## src/rtl/raster_pkg.sv

```systemverilog
package raster_pkg;
  localparam int DEF_CYC_50       = 71;
  localparam int DEF_CYC_60       = 65;
  localparam int DEF_LINES_50     = 312;
  localparam int DEF_LINES_60     = 261;
  localparam int DEF_STEP_50      = 4;
  localparam int DEF_STEP_60      = 32;
  localparam int DEF_HBLANK_LEN   = 12;
  localparam int DEF_HSYNC_START  = 2;
  localparam int DEF_HSYNC_LEN    = 5;
  localparam int DEF_VSYNC_LINES  = 3;
  localparam int DEF_DATA_W       = 8;
  localparam int DEF_SYNC_STAGES  = 2;

  typedef enum logic [1:0] {
    REG_CTRL   = 2'd0,
    REG_PARITY = 2'd1,
    REG_RASTER = 2'd2,
    REG_SPARE  = 2'd3
  } reg_sel_e;

  function automatic int max2(int a, int b);
    return (a > b) ? a : b;
  endfunction
endpackage

```

## src/rtl/raster_hcount.sv

```systemverilog
module raster_hcount #(
  parameter int CYC_50 = raster_pkg::DEF_CYC_50,
  parameter int CYC_60 = raster_pkg::DEF_CYC_60,
  parameter int H_W    = 7
) (
  input  logic           clk,
  input  logic           rst_n,
  input  logic           cyc_en,
  input  logic           mode_60,
  output logic [H_W-1:0] hcount,
  output logic [H_W-1:0] hcount_nxt,
  output logic           line_end
);
  localparam logic [H_W-1:0] LAST_50 = H_W'(CYC_50 - 1);
  localparam logic [H_W-1:0] LAST_60 = H_W'(CYC_60 - 1);

  logic [H_W-1:0] hcount_q;
  logic [H_W-1:0] last_h;

  always_comb begin
    last_h   = mode_60 ? LAST_60 : LAST_50;
    line_end = cyc_en && (hcount_q >= last_h);
    if (!cyc_en)      hcount_nxt = hcount_q;
    else if (line_end) hcount_nxt = '0;
    else              hcount_nxt = hcount_q + H_W'(1);
  end

  always_ff @(posedge clk or negedge rst_n) begin
    if (!rst_n) hcount_q <= '0;
    else        hcount_q <= hcount_nxt;
  end

  assign hcount = hcount_q;
endmodule

```

## src/rtl/raster_vcount.sv

```systemverilog
module raster_vcount #(
  parameter int LINES_50 = raster_pkg::DEF_LINES_50,
  parameter int LINES_60 = raster_pkg::DEF_LINES_60,
  parameter int V_W      = 9
) (
  input  logic           clk,
  input  logic           rst_n,
  input  logic           line_end,
  input  logic           mode_60,
  input  logic           ilace,
  output logic [V_W-1:0] vcount,
  output logic           frame_end
);
  localparam logic [V_W-1:0] LAST_50 = V_W'(LINES_50 - 1);
  localparam logic [V_W-1:0] LAST_60 = V_W'(LINES_60 - 1);

  logic [V_W-1:0] vcount_q, vcount_d;
  logic           field_q, field_d;
  logic [V_W-1:0] last_v;

  always_comb begin
    last_v    = mode_60 ? (LAST_60 + V_W'(ilace & field_q)) : LAST_50;
    frame_end = line_end && (vcount_q >= last_v);
    vcount_d  = vcount_q;
    field_d   = field_q;
    if (line_end) begin
      if (frame_end) begin
        vcount_d = '0;
        field_d  = ilace & ~field_q;
      end else begin
        vcount_d = vcount_q + V_W'(1);
      end
    end
  end

  always_ff @(posedge clk or negedge rst_n) begin
    if (!rst_n) begin
      vcount_q <= '0;
      field_q  <= 1'b0;
    end else begin
      vcount_q <= vcount_d;
      field_q  <= field_d;
    end
  end

  assign vcount = vcount_q;
endmodule

```

## src/rtl/raster_regs.sv

```systemverilog
module raster_regs
  import raster_pkg::*;
#(
  parameter int STEP_50 = DEF_STEP_50,
  parameter int STEP_60 = DEF_STEP_60,
  parameter int H_W     = 7,
  parameter int V_W     = 9,
  parameter int DATA_W  = DEF_DATA_W
) (
  input  logic              clk,
  input  logic              rst_n,
  input  logic              reg_we,
  input  logic [1:0]        reg_addr,
  input  logic [DATA_W-1:0] reg_wdata,
  input  logic              cyc_en,
  input  logic              mode_60,
  input  logic [H_W-1:0]    hcount_nxt,
  input  logic [V_W-1:0]    vcount,
  output logic [DATA_W-1:0] reg_rdata,
  output logic              ilace
);
  localparam logic [H_W-1:0] STEP_H50 = H_W'(STEP_50);
  localparam logic [H_W-1:0] STEP_H60 = H_W'(STEP_60);

  logic [V_W-1:0]    vis_q, vis_d;
  logic [DATA_W-1:0] ctrl_q, ctrl_d;
  logic              step_hit;
  reg_sel_e          sel;

  always_comb begin
    step_hit = cyc_en && (hcount_nxt == (mode_60 ? STEP_H60 : STEP_H50));
    vis_d    = step_hit ? vcount : vis_q;
    sel      = reg_sel_e'(reg_addr);
    ctrl_d   = (reg_we && sel == REG_CTRL) ? reg_wdata : ctrl_q;
  end

  always_ff @(posedge clk or negedge rst_n) begin
    if (!rst_n) begin
      vis_q  <= '0;
      ctrl_q <= '0;
    end else begin
      vis_q  <= vis_d;
      ctrl_q <= ctrl_d;
    end
  end

  always_comb begin
    case (sel)
      REG_CTRL:   reg_rdata = ctrl_q;
      REG_PARITY: reg_rdata = {vis_q[0], (DATA_W-1)'(0)};
      REG_RASTER: reg_rdata = DATA_W'(vis_q >> 1);
      default:    reg_rdata = '0;
    endcase
  end

  assign ilace = ctrl_q[DATA_W-1];
endmodule

```

## src/rtl/raster_timing_gen.sv

```systemverilog
module raster_timing_gen
  import raster_pkg::*;
#(
  parameter int CYC_50      = DEF_CYC_50,
  parameter int CYC_60      = DEF_CYC_60,
  parameter int LINES_50    = DEF_LINES_50,
  parameter int LINES_60    = DEF_LINES_60,
  parameter int STEP_50     = DEF_STEP_50,
  parameter int STEP_60     = DEF_STEP_60,
  parameter int HBLANK_LEN  = DEF_HBLANK_LEN,
  parameter int HSYNC_START = DEF_HSYNC_START,
  parameter int HSYNC_LEN   = DEF_HSYNC_LEN,
  parameter int VSYNC_LINES = DEF_VSYNC_LINES,
  parameter int DATA_W      = DEF_DATA_W,
  parameter int SYNC_STAGES = DEF_SYNC_STAGES,
  localparam int H_W        = $clog2(max2(CYC_50, CYC_60)),
  localparam int V_W        = $clog2(max2(LINES_50, LINES_60 + 1))
) (
  input  logic              clk,
  input  logic              rst_n,
  input  logic              cyc_en,
  input  logic              mode_60,
  input  logic              reg_we,
  input  logic [1:0]        reg_addr,
  input  logic [DATA_W-1:0] reg_wdata,
  output logic [DATA_W-1:0] reg_rdata,
  output logic [H_W-1:0]    hcount,
  output logic [V_W-1:0]    vcount,
  output logic              hblank,
  output logic              hsync,
  output logic              vsync,
  output logic              line_start,
  output logic              frame_start
);
  localparam logic [H_W-1:0] HBL_END = H_W'(HBLANK_LEN);
  localparam logic [H_W-1:0] HS_BEG  = H_W'(HSYNC_START);
  localparam logic [H_W-1:0] HS_END  = H_W'(HSYNC_START + HSYNC_LEN);
  localparam logic [V_W-1:0] VS_END  = V_W'(VSYNC_LINES);

  // reset: asserted asynchronously, released after SYNC_STAGES clocks
  logic [SYNC_STAGES-1:0] rst_pipe;
  logic                   rst_int_n;

  generate
    if (SYNC_STAGES == 1) begin : g_sync1
      always_ff @(posedge clk or negedge rst_n) begin
        if (!rst_n) rst_pipe <= '0;
        else        rst_pipe <= 1'b1;
      end
    end else begin : g_syncn
      always_ff @(posedge clk or negedge rst_n) begin
        if (!rst_n) rst_pipe <= '0;
        else        rst_pipe <= {rst_pipe[SYNC_STAGES-2:0], 1'b1};
      end
    end
  endgenerate

  assign rst_int_n = rst_pipe[SYNC_STAGES-1];

  logic [H_W-1:0] hcount_nxt;
  logic           line_end, frame_end, ilace;

  raster_hcount #(.CYC_50(CYC_50), .CYC_60(CYC_60), .H_W(H_W)) u_h (
    .clk(clk), .rst_n(rst_int_n), .cyc_en(cyc_en), .mode_60(mode_60),
    .hcount(hcount), .hcount_nxt(hcount_nxt), .line_end(line_end)
  );

  raster_vcount #(.LINES_50(LINES_50), .LINES_60(LINES_60), .V_W(V_W)) u_v (
    .clk(clk), .rst_n(rst_int_n), .line_end(line_end), .mode_60(mode_60),
    .ilace(ilace), .vcount(vcount), .frame_end(frame_end)
  );

  raster_regs #(.STEP_50(STEP_50), .STEP_60(STEP_60), .H_W(H_W), .V_W(V_W),
                .DATA_W(DATA_W)) u_r (
    .clk(clk), .rst_n(rst_int_n), .reg_we(reg_we), .reg_addr(reg_addr),
    .reg_wdata(reg_wdata), .cyc_en(cyc_en), .mode_60(mode_60),
    .hcount_nxt(hcount_nxt), .vcount(vcount), .reg_rdata(reg_rdata),
    .ilace(ilace)
  );

  logic line_start_q, frame_start_q;

  always_ff @(posedge clk or negedge rst_int_n) begin
    if (!rst_int_n) begin
      line_start_q  <= 1'b0;
      frame_start_q <= 1'b0;
    end else begin
      line_start_q  <= line_end;
      frame_start_q <= frame_end;
    end
  end

  always_comb begin
    hblank      = hcount < HBL_END;
    hsync       = (hcount >= HS_BEG) && (hcount < HS_END);
    vsync       = vcount < VS_END;
    line_start  = line_start_q;
    frame_start = frame_start_q;
  end
endmodule

```

## config.mk

```make
export PLATFORM = sky130hd
export DESIGN_NAME = raster_timing_gen
export DESIGN_NICKNAME = d
export VERILOG_FILES = /design/src/rtl/raster_pkg.sv /design/src/rtl/raster_hcount.sv /design/src/rtl/raster_vcount.sv /design/src/rtl/raster_regs.sv /design/src/rtl/raster_timing_gen.sv
export SDC_FILE = /design/constraint.sdc
export NUM_CORES = 1
export LEC_CHECK = 0
export ABC_CLOCK_PERIOD_IN_PS = 1510
export BUFFER_PORTS_ARGS = -buffer_cell sky130_fd_sc_hd__buf_2
export CAP_MARGIN = 5
export CORE_UTILIZATION = 45
export CTS_CLUSTER_DIAMETER = 50
export CTS_CLUSTER_SIZE = 20
export DETAILED_ROUTE_END_ITERATION = 7
export GPL_TIMING_DRIVEN = 0
export PLACE_DENSITY = 0.68
export SYNTH_ARGS = -nofsm -noshare
export SYNTH_HDL_FRONTEND = slang
export SYNTH_HIERARCHICAL = 1
export SYNTH_SLANG_ARGS = --single-unit
```

## constraint.sdc

```tcl
create_clock -name clk -period 1.51 [get_ports clk]
set_input_delay 0.302 -clock clk [delete_from_list [all_inputs] [get_ports clk]]
set_output_delay 0.302 -clock clk [all_outputs]
set_load 0.02 [all_outputs]
```

* Word-level counts from Yosys, hierarchy flattened
Index checks and enable logic that the tools add are counted.
** Word-level totals
- Word-level logic and storage cells :: 37
- Flip-flop bits (word level) :: 38
- Input bits :: 15
- Output and inout port bits :: 29
** Cells by class
- Reduce and logical (&&, ||, !) cells :: 7
- Multiplexer cells :: 7
- Add/sub/neg operators :: 3
- Order comparisons :: 6
- Bitwise logic cells :: 3
- Eq/ne operators :: 3
** Operators with widths (count)
- $pmux W8 S3 :: 1
- $mux W9 :: 2
- $mux W7 :: 2
- $add A9 B1 Y9 const B :: 1
- $add A9 B9 Y9 const A :: 1
- $ge A9 B9 Y1 :: 1
- $lt A9 B2 Y1 const B :: 1
- $add A7 B1 Y7 const B :: 1
- $eq A7 B7 Y1 :: 1
- $ge A7 B2 Y1 const B :: 1
- $ge A7 B7 Y1 :: 1
- $lt A7 B3 Y1 const B :: 1
- $lt A7 B4 Y1 const B :: 1
- $mux W6 :: 1
- $logic_and A1 B1 Y1 :: 5
- $mux W3 :: 1
- $and A1 B1 Y1 :: 2
- $eq A2 B1 Y1 const B :: 1
- $eq A2 B2 Y1 const B :: 1
- $logic_not A2 Y1 :: 1
- $reduce_and A2 Y1 :: 1
- $not A1 Y1 :: 1

* Longest topological paths before layout
Gate-level depths: netlist of the first run.
- Depth after elaboration :: 7
- Mapped depth :: 9
- Gate-level depth less buffers :: 9

* Modules after synthesis
The synthesis of the first run kept the hierarchy.
** By module, submodules not included
- raster_regs :: area each 837.1 µm², times used 1, cells each 59, sequential area each 425.4 µm²
- raster_vcount :: area each 678.2 µm², times used 1, cells each 64, sequential area each 250.2 µm²
- raster_hcount :: area each 432.9 µm², times used 1, cells each 45, sequential area each 175.2 µm²
- raster_timing_gen :: area each 163.9 µm², times used 1, cells each 14, sequential area each 100.1 µm²

* Least setup slack after synthesis of the first run
No wires, ideal clock.
- Path type :: flip-flop to flip-flop
- From :: register u_h.hcount_q[1], in the netlist u_h/hcount[1]
- To :: register u_r.vis_q[0]
- Buffers on the path :: 0
- Path slack :: -1.227 ns
- Arrival :: 2.612 ns
- Setup time :: 0.125 ns
- Required time :: 1.385 ns
- Clock period less this slack :: 2.737 ns
- Cell stages (with the launch flop) :: 10
- Cells stage by stage :: dfrtp_1 -> inv_1 -> ha_1 -> nor2b_1 -> o21ai_0 -> a21oi_1 -> nor2_1 -> and3b_1 -> o2111ai_4 -> mux2_2
** On the way
- Cells in the longest elaborated chain, start to end :: 6
- Elaborated cells on any way between the ends :: 7
- Those cells by class :: 1 x add/sub; 1 x order compare; 1 x eq/ne; 2 x mux; 2 x reduce/logical
** RTL lines
- start: declaration :: RTL line raster_hcount.sv:17 : logic [H_W-1:0] hcount_q;
- start signal: assignment :: RTL line raster_hcount.sv:30 : else hcount_q <= hcount_nxt;
- $ge A7 B7 Y1 :: RTL line raster_hcount.sv:22 : line_end = cyc_en && (hcount_q >= last_h);
- $logic_and A1 B1 Y1 :: RTL line raster_hcount.sv:22
- net line_end :: RTL line raster_timing_gen.sv:61 : logic line_end, frame_end, ilace;
- $mux W7 :: RTL line raster_hcount.sv:24 : else if (line_end) hcount_nxt = '0;
- $mux W7 :: RTL line raster_hcount.sv:23 : if (!cyc_en) hcount_nxt = hcount_q;
- net hcount_nxt[5] :: RTL line raster_timing_gen.sv:60 : logic [H_W-1:0] hcount_nxt;
- $eq A7 B7 Y1 :: RTL line raster_regs.sv:31 : step_hit = cyc_en && (hcount_nxt == (mode_60 ? STEP_H60 : STEP_H50));
- $logic_and A1 B1 Y1 :: RTL line raster_regs.sv:31
- end signal: assignment :: RTL line raster_regs.sv:42 : vis_q <= vis_d;
- end: declaration :: RTL line raster_regs.sv:25 : logic [V_W-1:0] vis_q, vis_d;
The timed path passes the listed nets, and every way through them passes these cells.
A chain may end at the register's enable or synchronous reset.

* Final worst setup path of the first run
- From :: register u_h.hcount_q[1], in the netlist u_h/hcount[1]
- To :: register u_r.vis_q[7]
** On the way
- Cells in the longest elaborated chain, start to end :: 6
- Elaborated cells on any way between the ends :: 7
- Those cells by class :: 1 x add/sub; 1 x order compare; 1 x eq/ne; 2 x mux; 2 x reduce/logical
** RTL lines (RTL line)
- $ge A7 B7 Y1 :: raster_hcount.sv:22
- $logic_and A1 B1 Y1 :: raster_hcount.sv:22
- $mux W7 * :: raster_hcount.sv:24
- $mux W7 * :: raster_hcount.sv:23
- net hcount_nxt[2] :: raster_timing_gen.sv:60
- $eq A7 B7 Y1 * :: raster_regs.sv:31
- $logic_and A1 B1 Y1 * :: raster_regs.sv:31
Mark *: on every way through the listed nets, which the timed path passes. The rest lies on a longest branch.

==> results of run 1 <==
==> power by group <==
group	internal, uW	switching (uW)	total (uW)
combinational	646	692	1340
clock	328	332	660
sequential	1190	229	1420
==> metal layers <==
layer  global-route usage  up-vias  share of wire
li1                     -      780              -
met1                0.304      792           0.50
met2                0.305       37           0.46
met3               0.0303        7          0.030
met4               0.0748        0          0.012
met5                    0        -              0
==> state kept, by name (all words and copies together) (netlist names) <==
name / flops
u_r/vis_q: 9
u_v/field_q: 1
u_r/ctrl_q: 8
u_h/hcount: 7
rst_pipe: 2
u_v/vcount: 9
frame_start: 1
line_start: 1
==> cell families (layout without fill, tap and decap cells) <==
group	after synthesis	in the layout	synth area share
XOR/XNOR	6	6	0.0249
adder cells (fa/ha/maj)	8	8	0.0474
AO/OA/AOI/OAI	26	26	0.119
AND/OR/NAND/NOR	63	63	0.190
buffers and inverters	13	79	0.0267
other	1	1	0.00178
flip-flops	38	38	0.450
multiplexers	27	27	0.140
==> cell usage after synthesis, drive strengths merged (4+ instances only) <==
| master | number | area [um^2] |
|---|---|---|
| ha | 8 | 100 |
| nand3b | 4 | 30.0 |
| o31ai | 5 | 65.1 |
| and3 | 6 | 40.0 |
| xor2 | 4 | 35.0 |
| nor2b | 4 | 25.0 |
| nor4 | 4 | 52.6 |
| dfrtp | 38 | 951 |
| nand2 | 10 | 40.0 |
| nand4 | 4 | 25.0 |
| buf | 4 | 22.5 |
| a21oi | 8 | 51.3 |
| inv | 8 | 30.0 |
| nor2 | 16 | 60.1 |
| mux2 | 18 | 206 |
| mux2i | 9 | 90.1 |
| o21ai | 4 | 27.5 |
==> final cells by class <==
cell class	count	area share
Buffer	5	0.0169
Clock buffer	8	0.0284
Inverter	8	0.0106
Multi-Input combinational cell	131	0.446
Sequential cell	38	0.340
Tap cell	52	0.0231
Timing Repair Buffer	58	0.135
==> worst register-to-register path, cell delays in order (launching register included) <==
cell and delay (ns):
dfrtp_2 0.41, inv_2 0.08, ha_4 0.19, nor2b_4 0.12, o211a_1 0.24, or2_4 0.24, o2bb2ai_2 0.14, and3b_1 0.22
o2111ai_4 0.22, buf_12 0.16, mux2_2 0.34
==> path summary, 6_finish.rpt <==
check | from | endpoint | slack (ns) | cells past startpoint
setup / recovery | u_h/hcount[1] | u_r/vis_q[7] | -0.96 | 10
hold reg to reg | rst_pipe[1] | u_h/hcount[0] | 0.35 | 0
max in group asynchronous | rst_pipe[1] | u_h/hcount[5] | 0.62 | 0
setup reg to reg | u_h/hcount[1] | u_r/vis_q[7] | -0.96 | 10
min in group asynchronous | rst_n | rst_pipe[0] | 0.32 | 2
hold / removal | reg_wdata[0] | u_r/ctrl_q[0] | 0.25 | 2
==> through the flow <==
stage               cells  setup slack [ns]
floorplan             182            -0.944
global placement      275             -1.28
detailed placement    275             -1.30
CTS                   305            -0.952
global route          300             -1.05
finish                300            -0.963
==> what timing repair did <==
item,in CTS,in global routing
gates cloned,1,0
endpoints found under the hold margin,2,0
endpoints found under the setup margin,31,31
buffers inserted,20,3
resized for setup,41,6
pin swaps,7,1
hold buffers,1,0
==> qor.csv, run 1 <==
stage;metric;value;unit
run_status;status;finished, violations left;
run_status;violations;design-rule violations, negative setup slack;
setup_path;worst-setup-path-type;reg2reg;
placement;dpl-instance-area;2420;um^2
sta;worst_slew_pin_slew;0.773;ns
final_layout;final_area;2820;um^2
setup_path;cpPeakStageDelay;0.41;ns
floorplan;ios;44;
logic_synthesis;yosysWarnings;6;
setup_path;crit_arrival;2.64;ns
final_layout;layout_common_cells;buf_2 (42), dfrtp_1 (32), mux2_2 (16);
clock_tree;cts_tree;done;
floorplan;die-area;4970;um^2
final_layout;n_antenna_cell;0;
clock_tree;clk_latency;0.28;ns
final_layout;finalNetCount;270;
hold_path;hold_path.class;in2reg;
setup_path;path_buf_inv;2;
setup_path;crit_family;compound AO/OA/AOI/OAI gates;
sta;hold_violations;0;
logic_synthesis;syn-num-nets;205;
logic_synthesis;synth_area;2110;um^2
sta;fin_skew;0.00659;ns
final_layout;regArea;958;um^2
final_layout;drive_gt1_frac;0.536;
routing;wl;4.64;mm
setup_path;cp_cell_sequence;inv_2, ha_4, nor2b_4, o211a_1, or2_4, o2bb2ai_2, and3b_1, o2111ai_4, buf_12, mux2_2;
sta;rsz0062_at_grt;yes;
sta;fin_crit;2.47;ns
logic_synthesis;yosysUniqueCellTypes;48;
routing;via_per_inst;5.39;
power_and_ir_drop;powerDensity;1210;nW/um^2
clock_tree;clock-sinks;38;
sta;setup_ws;-0.963;ns
floorplan;core;4440;um^2
clock_tree;htreeDepth;2;
floorplan;fp.dieH;70.5;um
routing;first_pass_iters;6;
logic_synthesis;synth_flop_cell;dfrtp_1;
power_and_ir_drop;totalPowerFinal;3420;uW
clock_tree;cts_buffers;5;
logic_synthesis;synthCells;182;
sta;max-slew-margin-rel;0.485;
grt;grt_use_total;0.205;
grt;grt_max_degree;37;
floorplan;die_w;70.5;um
logic_synthesis;synth_area_per_cell;11.6;um^2
grt;grt_pass1_vias;1587;
power_and_ir_drop;p_leak;0.00134;uW
setup_path;worstPathRequired;1.68;ns
routing;vias;1616;
logic_synthesis;synth_seq_area_share;0.450;
setup_path;end_kind;flip-flop;
logic_synthesis;async_flop_share;1.00;
setup_path;critPathMaxFanout;9;
floorplan;start_util;0.475;
placement;gp_congestion;0.800;
clock_tree;clockRootBuffer;clkbuf_8;
logic_synthesis;synth_seq_cells;38;
final_layout;post-route-util;0.635;
sta;finalSetupViolCount;27;
final_layout;multi_input_area;1260;um^2
sta;fmax;0.404;GHz
routing;ant_nets;0;
routing;drc;2;
sta;drv_slew;0;
final_layout;nFillCells;363;
clock_tree;path_clk_slew;0.07;ns
placement;numPortBuffers;41;
routing;drt_iter0_drc;67;
final_layout;area_delta_synth_final;33.5;%
grt;grt_overflow;0;
floorplan;placementRows;24;
logic_synthesis;synth_edf_count;0;
grt;antenna_found_initial;0;
job;cap_violations;0;
sta;min_period_over_period;1.64;
routing;wl_per_cell;15.5;um
sta;fin_tns_setup;-17.19;ns
placement;dpl.hpwl;3.00;mm
final_layout;final_common_cell;buf_2;
grt;grt_pass1_wl;7.84;mm
setup_path;startpoint_type;flip-flop;
clock_tree;cts_max_path_buffers;2;
power_and_ir_drop;ir_worst_vdd;0.663;mV
setup_path;worst_path_max_delay_cell;dfrtp_2;
sta;holdWs;0.249;ns
(Power assumes the default switching activity.)
==> run 2: changes to the inputs <==
--- a/config.mk
+++ b/config.mk
@@ -16,5 +16,4 @@
 export PLACE_DENSITY = 0.68
 export SYNTH_ARGS = -nofsm -noshare
 export SYNTH_HDL_FRONTEND = slang
-export SYNTH_HIERARCHICAL = 1
 export SYNTH_SLANG_ARGS = --single-unit
==> run 2 against run 1 <==
Compared with the run above:
- clock-buffer cell count shrank 2
- combinational power grew 60%
- sequential power grew 3%
- first-iteration DRC count grew 4.5%
- design area grew 6.0%
- sequential share of layout area shrank 1.9 points
- register-to-register slack gained 0.36 ns
- die area grew 1.3%
- final cell count grew 6.0%
- the flow still finishes with violations (design-rule violations, negative setup slack)
- largest power group is now combinational cells
==> qor.csv, run 2 <==
stage;metric;value;unit
run_status;status;finished, violations left;
run_status;violations;design-rule violations, negative setup slack;
logic_synthesis;synth_area_leaders;dfrtp_1 (44%), mux2_4 (6.3%), ha_1 (5.3%), mux2_2 (5.3%), mux2i_1 (4.7%);
sta;drv_slew;0;
clock_tree;clk_latency;0.29;ns
sta;fmax;0.474;GHz
job;cap_violations;0;
final_layout;drive_gt1_frac;0.556;
logic_synthesis;synth_seq_area_share;0.444;
floorplan;ios;44;
power_and_ir_drop;powerDensity;1440;nW/um^2
routing;vias;1728;
floorplan;die-area;5040;um^2
clock_tree;path_clk_slew;0.07;ns
setup_path;crit_path_start;u_h.hcount[2];
logic_synthesis;synth.top_cell.area_share;0.444;
routing;drt_iter0_drc;70;
clock_tree;clockRootBuffer;clkbuf_8;
setup_path;worst_path_max_delay_cell;dfrtp_2;
final_layout;layout_common_cells;buf_2 (38), dfrtp_1 (30), buf_4 (16);
sta;worst_slew_pin_slew;0.797;ns
routing;ant_nets;0;
logic_synthesis;yosysWarnings;0;
setup_path;crit_family;compound AO/OA/AOI/OAI gates;
clock_tree;htreeDepth;2;
logic_synthesis;yosys.area.top_type;dfrtp_1;
setup_path;cpPeakStageDelay;0.43;ns
logic_synthesis;synth_edf_count;0;
placement;place_inst;287;
placement;gp_congestion;0.909;
setup_path;r2r-start;u_h.hcount[2];
hold_path;hold_path.class;in2reg;
grt;grt_overflow;0;
sta;finalSetupViolCount;31;
setup_path;cp_cell_sequence;ha_4, o41ai_4, o21ai_2, nand3b_1, a2111o_1, buf_6, mux2_4;
floorplan;die_w;71.0;um
sta;fin_tns_setup;-12.56;ns
setup_path;path_buf_inv;1;
sta;hold_violations;0;
power_and_ir_drop;ir_worst_vdd;1.15;mV
logic_synthesis;synth_area;2140;um^2
routing;wl_per_cell;15.1;um
logic_synthesis;synth_seq_cells;38;
grt;grt_pass1_wl;7.98;mm
setup_path;critPathMaxFanout;9;
sta;min_period_over_period;1.40;
grt;antenna_found_initial;0;
floorplan;placementRows;24;
clock_tree;cts_buffers;5;
logic_synthesis;synth_common_cells;dfrtp_1 (38), nor2_1 (14), nand2_1 (13), o21ai_0 (13);
floorplan;core;4470;um^2
final_layout;final_common_cell;buf_2;
setup_path;worst-setup-path-type;reg2reg;
final_layout;nFillCells;355;
clock_tree;cts_max_path_buffers;2;
logic_synthesis;synth_most_common_cell;dfrtp_1;
floorplan;start_util;0.478;
hold_path;hp-start;reg_wdata[0];
logic_synthesis;synthCells;194;
logic_synthesis;synth_flop_cell;dfrtp_1;
routing;wl;4.80;mm
logic_synthesis;async_flop_share;1.00;
grt;grt_pass1_vias;1698;
grt;grt_use_total;0.203;
setup_path;end_kind;flip-flop;
logic_synthesis;yosysUniqueCellTypes;43;
final_layout;area_delta_synth_final;39.7;%
placement;dpl.hpwl;3.06;mm
final_layout;n_antenna_cell;0;
final_layout;post-route-util;0.668;
sta;max-slew-margin-rel;0.469;
sta;fin_skew;0.00993;ns
placement;numPortBuffers;41;
setup_path;crit_arrival;2.28;ns
clock_tree;clock-sinks;38;
final_layout;finalNetCount;289;
final_layout;finalNonFillerCells;318;
logic_synthesis;synth_area_per_cell;11.0;um^2
clock_tree;cts_tree;done;
setup_path;startpoint_type;flip-flop;
sta;fin_crit;2.11;ns
routing;drc;6;
sta;rsz0062_at_grt;yes;
logic_synthesis;syn-num-nets;218;
power_and_ir_drop;p_leak;0.00150;uW
setup_path;worstPathRequired;1.68;ns
floorplan;fp.dieH;71.0;um
routing;via_per_inst;5.43;
routing;first_pass_iters;8;
sta;setup_ws;-0.599;ns
grt;grt_max_degree;37;
run 2: per-stage QoR:
step	instance area, um^2	total power (uW)	hold slack (ns)	setup slack (ns)
finish	2990	4320	0.251	-0.599
global placement	2510	3010	0.0883	-0.784
floorplan	2240	2620	0.00641	-0.608
detailed placement	2510	3030	0.0887	-0.791
global route	2990	4570	0.242	-0.659
CTS	2900	4190	0.243	-0.580
run 2: metal layers:
layer | wire (um) | up-vias | GRT usage
li1 | - | 841 | -
met1 | 2250 | 847 | 0.270
met2 | 2370 | 36 | 0.340
met3 | 148 | 4 | 0.0328
met4 | 42 | 0 | 0.0644
met5 | 0 | - | 0
run 2: cell families (layout without fill, tap and decap cells):
family | count (synthesis) | in the layout | share of synthesized area
buffers and inverters | 14 | 86 | 0.0409
AOI/OAI and AO/OA | 33 | 33 | 0.111
muxes | 29 | 29 | 0.162
and+or+nand+nor | 66 | 66 | 0.167
adders and majority gates | 9 | 9 | 0.0526
xor gates and xnor gates | 4 | 4 | 0.0199
other | 1 | 1 | 0.00175
DFF | 38 | 38 | 0.444
run 2: cell type report:
| class | count | area [um^2] | share of cell area |
|---|---|---|---|
| inverter | 5 | 21.3 | 0.00711 |
| timing repair buffer | 66 | 455 | 0.152 |
| buffer | 7 | 61.3 | 0.0205 |
| tap | 52 | 65.1 | 0.0218 |
| multi-input combinational | 142 | 1330 | 0.445 |
| sequential | 38 | 961 | 0.321 |
| clock buffer | 6 | 82.6 | 0.0276 |
| clock inverter | 2 | 12.5 | 0.00418 |
run 2: worst register-to-register path: stages, from the launching register on:
cell,delay [ns]
dfrtp_2,0.43
ha_4,0.17
o41ai_4,0.34
o21ai_2,0.11
nand3b_1,0.17
a2111o_1,0.32
buf_6,0.17
mux2_4,0.30
run 2: final timing paths:
| kind | to | slack, ns | cells past startpoint |
|---|---|---|---|
| worst max register to register | u_r.vis_q[0] | -0.60 | 7 |
| worst min-delay path | u_r.ctrl_q[0] | 0.25 | 2 |
| worst min register to register | line_start | 0.36 | 0 |
| max in group asynchronous | u_h.hcount[4] | 0.58 | 0 |
| min in group asynchronous | rst_pipe[0] | 0.32 | 2 |
| worst max-delay path | u_r.vis_q[0] | -0.60 | 7 |
run 2: power breakdown:
group / switching [uW] / internal, uW / leakage (uW)
clock network: 354 / 367 / 0.0000472
registers: 252 / 1210 / 0.000482
logic: 1070 / 1070 / 0.000967
run 2: what timing repair did:
item / in CTS / in global routing
gates cloned: 1 / 0
gates resized for setup: 46 / 24
setup endpoints to repair: 38 / 32
setup buffers: 33 / 5
pin swaps: 12 / 12
endpoints found under the hold margin: 2 / 0
hold buffers: 1 / 0
